$ cat src/rtl/spi_fe_pkg.sv
package spi_fe_pkg;

    typedef enum logic [2:0] {
        ST_IDLE   = 3'd0,
        ST_OPCODE = 3'd1,
        ST_ADDR   = 3'd2,
        ST_EXEC   = 3'd3,
        ST_SKIP   = 3'd4
    } fe_state_t;

endpackage

$ cat src/rtl/spi_sck_edge.sv
module spi_sck_edge (
    input  logic clk,
    input  logic rst_n,
    input  logic cs_n,
    input  logic sck,
    output logic rise
);
    logic sck_q;

    // Resetting high avoids a false edge when sck rests high.
    always_ff @(posedge clk or negedge rst_n) begin
        if (!rst_n) sck_q <= 1'b1;
        else        sck_q <= sck;
    end

    assign rise = sck & ~sck_q & ~cs_n;
endmodule

$ cat src/rtl/spi_op_lookup.sv
module spi_op_lookup #(
    parameter int NUM_OPS = 4,
    parameter int OP_BITS = 8
) (
    input  logic [NUM_OPS*OP_BITS-1:0] op_codes,
    input  logic [NUM_OPS-1:0]         op_addr_req,
    input  logic [OP_BITS-1:0]         opcode,
    output logic                       hit,
    output logic                       needs_addr
);
    logic [NUM_OPS-1:0] match;

    genvar gi;
    generate
        for (gi = 0; gi < NUM_OPS; gi++) begin : g_entry
            assign match[gi] = (op_codes[gi*OP_BITS +: OP_BITS] == opcode);
        end
    endgenerate

    assign hit = |match;

    // Lowest matching index decides the address flag.
    always_comb begin
        needs_addr = 1'b0;
        for (int i = NUM_OPS - 1; i >= 0; i--) begin
            if (match[i]) needs_addr = op_addr_req[i];
        end
    end
endmodule

$ cat src/rtl/spi_cmd_frontend.sv
module spi_cmd_frontend #(
    parameter int NUM_OPS    = 4,
    parameter int OP_BITS    = 8,
    parameter int ADDR_BYTES = 3,
    parameter int ADDR_KEEP  = 21
) (
    input  logic                       clk,
    input  logic                       rst_n,
    input  logic                       cs_n,
    input  logic                       sck,
    input  logic                       si,
    input  logic [NUM_OPS*OP_BITS-1:0] op_codes,
    input  logic [NUM_OPS-1:0]         op_addr_req,
    output logic                       cmd_valid,
    output logic [OP_BITS-1:0]         cmd_opcode,
    output logic [ADDR_KEEP-1:0]       cmd_addr,
    output logic                       idle
);
    import spi_fe_pkg::*;

    localparam int ADDR_BITS = ADDR_BYTES * 8;
    localparam int CNT_W     = $clog2(ADDR_BITS);
    localparam int SH_W      = ADDR_KEEP;

    fe_state_t state, state_nx;

    logic               rise;
    logic [CNT_W-1:0]   bit_cnt;
    logic [SH_W-2:0]    shreg;
    logic [SH_W-1:0]    shift_nx;
    logic [OP_BITS-1:0] op_full;
    logic [OP_BITS-1:0] op_latch;
    logic               in_op, op_done, addr_done;
    logic               op_hit, op_needs_addr;

    spi_sck_edge u_edge (
        .clk   (clk),
        .rst_n (rst_n),
        .cs_n  (cs_n),
        .sck   (sck),
        .rise  (rise)
    );

    spi_op_lookup #(
        .NUM_OPS (NUM_OPS),
        .OP_BITS (OP_BITS)
    ) u_lookup (
        .op_codes    (op_codes),
        .op_addr_req (op_addr_req),
        .opcode      (op_full),
        .hit         (op_hit),
        .needs_addr  (op_needs_addr)
    );

    // The shifter is only as wide as the kept address, so the dropped
    // upper address bits fall off its top.
    assign shift_nx  = {shreg, si};
    assign op_full   = shift_nx[OP_BITS-1:0];
    assign in_op     = (state == ST_IDLE) || (state == ST_OPCODE);
    assign op_done   = rise && in_op && (bit_cnt == CNT_W'(OP_BITS - 1));
    assign addr_done = rise && (state == ST_ADDR) && (bit_cnt == CNT_W'(ADDR_BITS - 1));

    // State register
    always_ff @(posedge clk or negedge rst_n) begin
        if (!rst_n) state <= ST_IDLE;
        else        state <= state_nx;
    end

    // Transitions
    always_comb begin
        state_nx = state;
        unique case (state)
            ST_IDLE: begin
                state_nx = ST_OPCODE;                  // SELECT
                if (op_done) begin
                    if (!op_hit)           state_nx = ST_SKIP;
                    else if (op_needs_addr) state_nx = ST_ADDR;
                    else                   state_nx = ST_EXEC;
                end
            end
            ST_OPCODE: begin
                if (op_done) begin
                    if (!op_hit)            state_nx = ST_SKIP;   // OP_REJECT
                    else if (op_needs_addr) state_nx = ST_ADDR;   // OP_ADDR
                    else                    state_nx = ST_EXEC;   // OP_NOADDR
                end
            end
            ST_ADDR: begin
                if (addr_done) state_nx = ST_EXEC;              // ADDR_FULL
            end
            ST_EXEC: state_nx = ST_EXEC;
            ST_SKIP: state_nx = ST_SKIP;
            default: state_nx = ST_IDLE;
        endcase
        if (cs_n) state_nx = ST_IDLE;                           // DESELECT
    end

    // Bit counter and shifter, cleared for every deselect
    always_ff @(posedge clk or negedge rst_n) begin
        if (!rst_n) begin
            bit_cnt  <= '0;
            shreg    <= '0;
            op_latch <= '0;
        end else if (cs_n) begin
            bit_cnt  <= '0;
            shreg    <= '0;
        end else if (rise && (in_op || state == ST_ADDR)) begin
            shreg <= shift_nx[SH_W-2:0];
            if (op_done || addr_done) bit_cnt <= '0;
            else                      bit_cnt <= bit_cnt + 1'b1;
            if (op_done) op_latch <= op_full;
        end
    end

    // Outputs
    always_ff @(posedge clk or negedge rst_n) begin
        if (!rst_n) begin
            cmd_valid  <= 1'b0;
            cmd_opcode <= '0;
            cmd_addr   <= '0;
        end else begin
            cmd_valid <= 1'b0;
            if (op_done && op_hit && !op_needs_addr) begin
                cmd_valid  <= 1'b1;
                cmd_opcode <= op_full;
                cmd_addr   <= '0;
            end else if (addr_done) begin
                cmd_valid  <= 1'b1;
                cmd_opcode <= op_latch;
                cmd_addr   <= shift_nx;
            end
        end
    end

    assign idle = (state == ST_IDLE);
endmodule

$ cat config.mk
export PLATFORM = sky130hd
export DESIGN_NAME = spi_cmd_frontend
export DESIGN_NICKNAME = d
export VERILOG_FILES = /design/src/rtl/spi_fe_pkg.sv /design/src/rtl/spi_sck_edge.sv /design/src/rtl/spi_op_lookup.sv /design/src/rtl/spi_cmd_frontend.sv
export SDC_FILE = /design/constraint.sdc
export NUM_CORES = 1
export LEC_CHECK = 0
export ABC_AREA = 1
export BUFFER_PORTS_ARGS = -buffer_cell sky130_fd_sc_hd__buf_2
export CORE_UTILIZATION = 60
export CTS_CLUSTER_DIAMETER = 80
export DETAILED_ROUTE_END_ITERATION = 7
export PLACE_DENSITY = 0.95
export SYNTH_ARGS = -nofsm -noshare
export SYNTH_HDL_FRONTEND = slang
export SYNTH_SLANG_ARGS = --single-unit
export TNS_END_PERCENT = 20
$ cat constraint.sdc
create_clock -name clk -period 4 [get_ports clk]
set_input_delay 0 -clock clk [delete_from_list [all_inputs] [get_ports clk]]
set_output_delay 0 -clock clk [all_outputs]
set_load 0.01 [all_outputs]
==> impl_metrics.json <==
{
  "finalHoldViolCount": 0,
  "antenna_found_initial": 0,
  "rsz0062_at_grt": "no",
  "leakage_nw": 2.343,
  "whs_path_depth": 2,
  "syn_avg_cell_area_um2": 7.937,
  "grt_use_met1": 0.3211,
  "worst_ir_drop_vdd_uv": 341.8,
  "top_level_ports": 72,
  "busiest_layer": "met2",
  "crit_path_start_kind": "register",
  "r2r_cells": 8,
  "cts_num_sinks": 67,
  "die_area_um2": 6795,
  "ys_seq_area_frac": 0.4323,
  "cp_num_buf_inv": 2,
  "numPortBuffers": 71,
  "grt_pass1_vias": 3154,
  "die_h_um": 82.43,
  "slowest_delay_ps": 760,
  "crit_type": "register to register",
  "finalSetupViolCount": 0,
  "wl_mm": 8.509,
  "synth_cells": 489,
  "area_growth_pct": 11.19,
  "cts_root_buffer": "clkbuf_8",
  "cpLargestDelayFamily": "simple AND/OR/NAND/NOR gates",
  "grt_use_total": 0.2715,
  "hold_end": "shreg[17]$_DFFE_PN0P_",
  "min_path_type": "primary input to register",
  "hold_path.startpoint": "cs_n",
  "hpwl_mm": 6.032,
  "arrival_ps": 2930,
  "finClkSkew_ps": 7.316,
  "synth_warnings": 0,
  "required_ps": 4240,
  "die_w_um": 82.43,
  "relSlewSlack": 0.3137,
  "initial_core_util": 0.6367,
  "vias": 3410,
  "clk_latency_ps": 350,
  "cts_setup_buffers": 0,
  "tritoncts": "done",
  "drv_cap": 0,
  "ant_nets": 0,
  "min_period_ps": 2690,
  "status": "finished clean",
  "cp-end-kind": "register",
  "ys_types": 35,
  "r2r_setup_slack_ps": 1310,
  "syn_area_um2": 3881,
  "htreeDepth": 3,
  "ys_ff_latch": 67,
  "layout_common_cells": "nand2_1, buf_2, dfrtp_1",
  "drtIter0Drc": 248,
  "wl_per_cell_um": 13.59,
  "cts_max_path_buffers": 2,
  "syn-num-nets": 531,
  "cts-hold-fix-buffers": 2,
  "path_cells": "ha_1, nand3_1, nor3_2, inv_2, nor2_4, nand3_4, nand2_1, inv_1",
  "core_um2": 6096,
  "power.density_nw_per_um2": 343.0,
  "cts_made_buffers": 9,
  "placed_cells": 609,
  "grt_max_degree": 68,
  "grt.overflow.total": 0,
  "placementRows": 28,
  "timing.rr.start": "bit_cnt[1]$_DFFE_PN0P_",
  "post-route-period-util": 0.6725,
  "worst-path-stages": 8,
  "final_common_cell": "nand2_1",
  "maxSlewViolCount": 0,
  "cpMaxStageDelayCell": "nor3_2",
  "nNetsFinal": 589,
  "fin_setup_tns_ps": 0,
  "drive_gt1_frac": 0.2468,
  "grtUsageMet3": 0.06813,
  "diodes": 0,
  "worst_slew_pin_slew_ps": 1028,
  "drc": 0,
  "routed_via_density": 5.447,
  "use_met2": 0.4620,
  "regToRegEndpoint": "cmd_addr[16]$_DFFE_PN0P_",
  "path_max_fanout": 30,
  "place.gp.congestion": 0.9482,
  "firstDrtPassIters": 5,
  "cts_resized": 0,
  "clk_pin_slew_ps": 60,
  "fmax_ghz": 0.3718,
  "layoutNonFillerInstCount": 626,
  "grt_pass1_wl_mm": 13.68
}
flip-flops by register name (all words and copies together), names as in the netlist:
signal        cells
cmd_addr         21
shreg            20
cmd_opcode        8
op_latch          8
bit_cnt           5
state             3
cmd_valid         1
u_edge.sck_q      1
Yosys cell counts:
library cell    n  area [um^2]
nor2_1         11        41.29
dfrtp_1        66         1652
inv_8           1        11.26
nand3b_1        1        7.510
nor3_1          6        30.03
o22ai_1         1        6.260
nor2_4          3        33.78
nand4_1        10        62.56
a31oi_1         1        6.260
nand3_1        23        115.1
nand3_2        10        100.1
o21ai_0        31        155.2
nor2_8          2        40.04
nand2_2        11        68.82
inv_1          57        214.0
a21oi_1         8        40.04
nor3_2          1        10.01
inv_6           2        17.52
buf_6          17        191.4
o21ai_1        11        55.05
buf_2           3        15.01
o31ai_1         5        37.54
dfstp_2         1        26.28
nand2_1       162        608.1
o21ai_2         1        8.760
buf_4           1        7.510
ha_1            1        12.51
inv_2           4        15.01
nor2_2          6        37.54
inv_4           6        37.54
xnor2_1        17        148.9
clkbuf_1        4        15.01
buf_1           2        7.510
nand2_4         1        11.26
nand3_4         2        35.03
through the flow:
step           cell area, um^2  worst slack (ps)  hold WS, ps  power, mW    util
6_report                  4315              1310        10.10      1.480  0.7079
2_1_floorplan             3881              2397       -295.6     0.8703       -
4_1_cts                   4315              1306       0.9481      1.481  0.7079
3_3_place_gp              4101              1508        137.9     0.9224  0.6728
3_5_place_dp              4101              1337        138.9     0.9328  0.6728
5_1_grt                   4315              1178        19.00      1.536  0.7079
logic make-up (layout without fill, tap and decap cells):
kind of cell,count (synthesis),after routing,synth area share
DFF,67,67,0.4323
xor gates and xnor gates,17,17,0.03836
buffers and inverters,97,159,0.1370
adders and majority gates,1,1,0.003223
AOI/OAI and AO/OA,58,58,0.07963
and+or+nand+nor,249,249,0.3095
per-layer routing:
layer	wire length, um	vias to the layer above
met4	211	0
li1	-	1638
met1	3420	1603
met2	4383	138
met3	493	31
met5	0	-
worst reg2reg max path: cells and delay by family (launching register included):
family | cells | cell delay, ps
adders and majority gates | 1 | 190
buffers and inverters | 2 | 380
DFF | 1 | 360
and+or+nand+nor | 5 | 1640
area by class of cell:
cell class              count  area, um^2
clock buffers              13       158.9
flip-flops and latches     67        1678
well taps                  75       93.84
multi-input cells         325        1672
fillers                   443        1780
repair buffers             74       382.9
clock inverters             2       35.03
inverters                  70       295.3
where the power goes:
part,total (mW),internal (mW),switching [mW],leakage (nW)
combinational,0.204,0.0749,0.129,1.32
clock,0.554,0.318,0.236,0.0995
sequential,0.722,0.696,0.0256,0.927
total,1.48,1.09,0.391,2.34
worst max path at each step:
stage | end | startpoint | slack [ps]
after CTS | cmd_opcode[4]$_DFFE_PN0P_ | bit_cnt[1]$_DFFE_PN0P_ | 1310
after global routing | cmd_addr[4]$_DFFE_PN0P_ | bit_cnt[0]$_DFFE_PN0P_ | 1180
after global placement | cmd_addr[1]$_DFFE_PN0P_ | bit_cnt[0]$_DFFE_PN0P_ | 1510
after floorplan | cmd_opcode[0]$_DFFE_PN0P_ | bit_cnt[0]$_DFFE_PN0P_ | 2400
after detailed placement | cmd_addr[6]$_DFFE_PN0P_ | bit_cnt[1]$_DFFE_PN0P_ | 1340
final | cmd_addr[16]$_DFFE_PN0P_ | bit_cnt[1]$_DFFE_PN0P_ | 1310
Note: power is estimated with default switching activity, not from simulation.
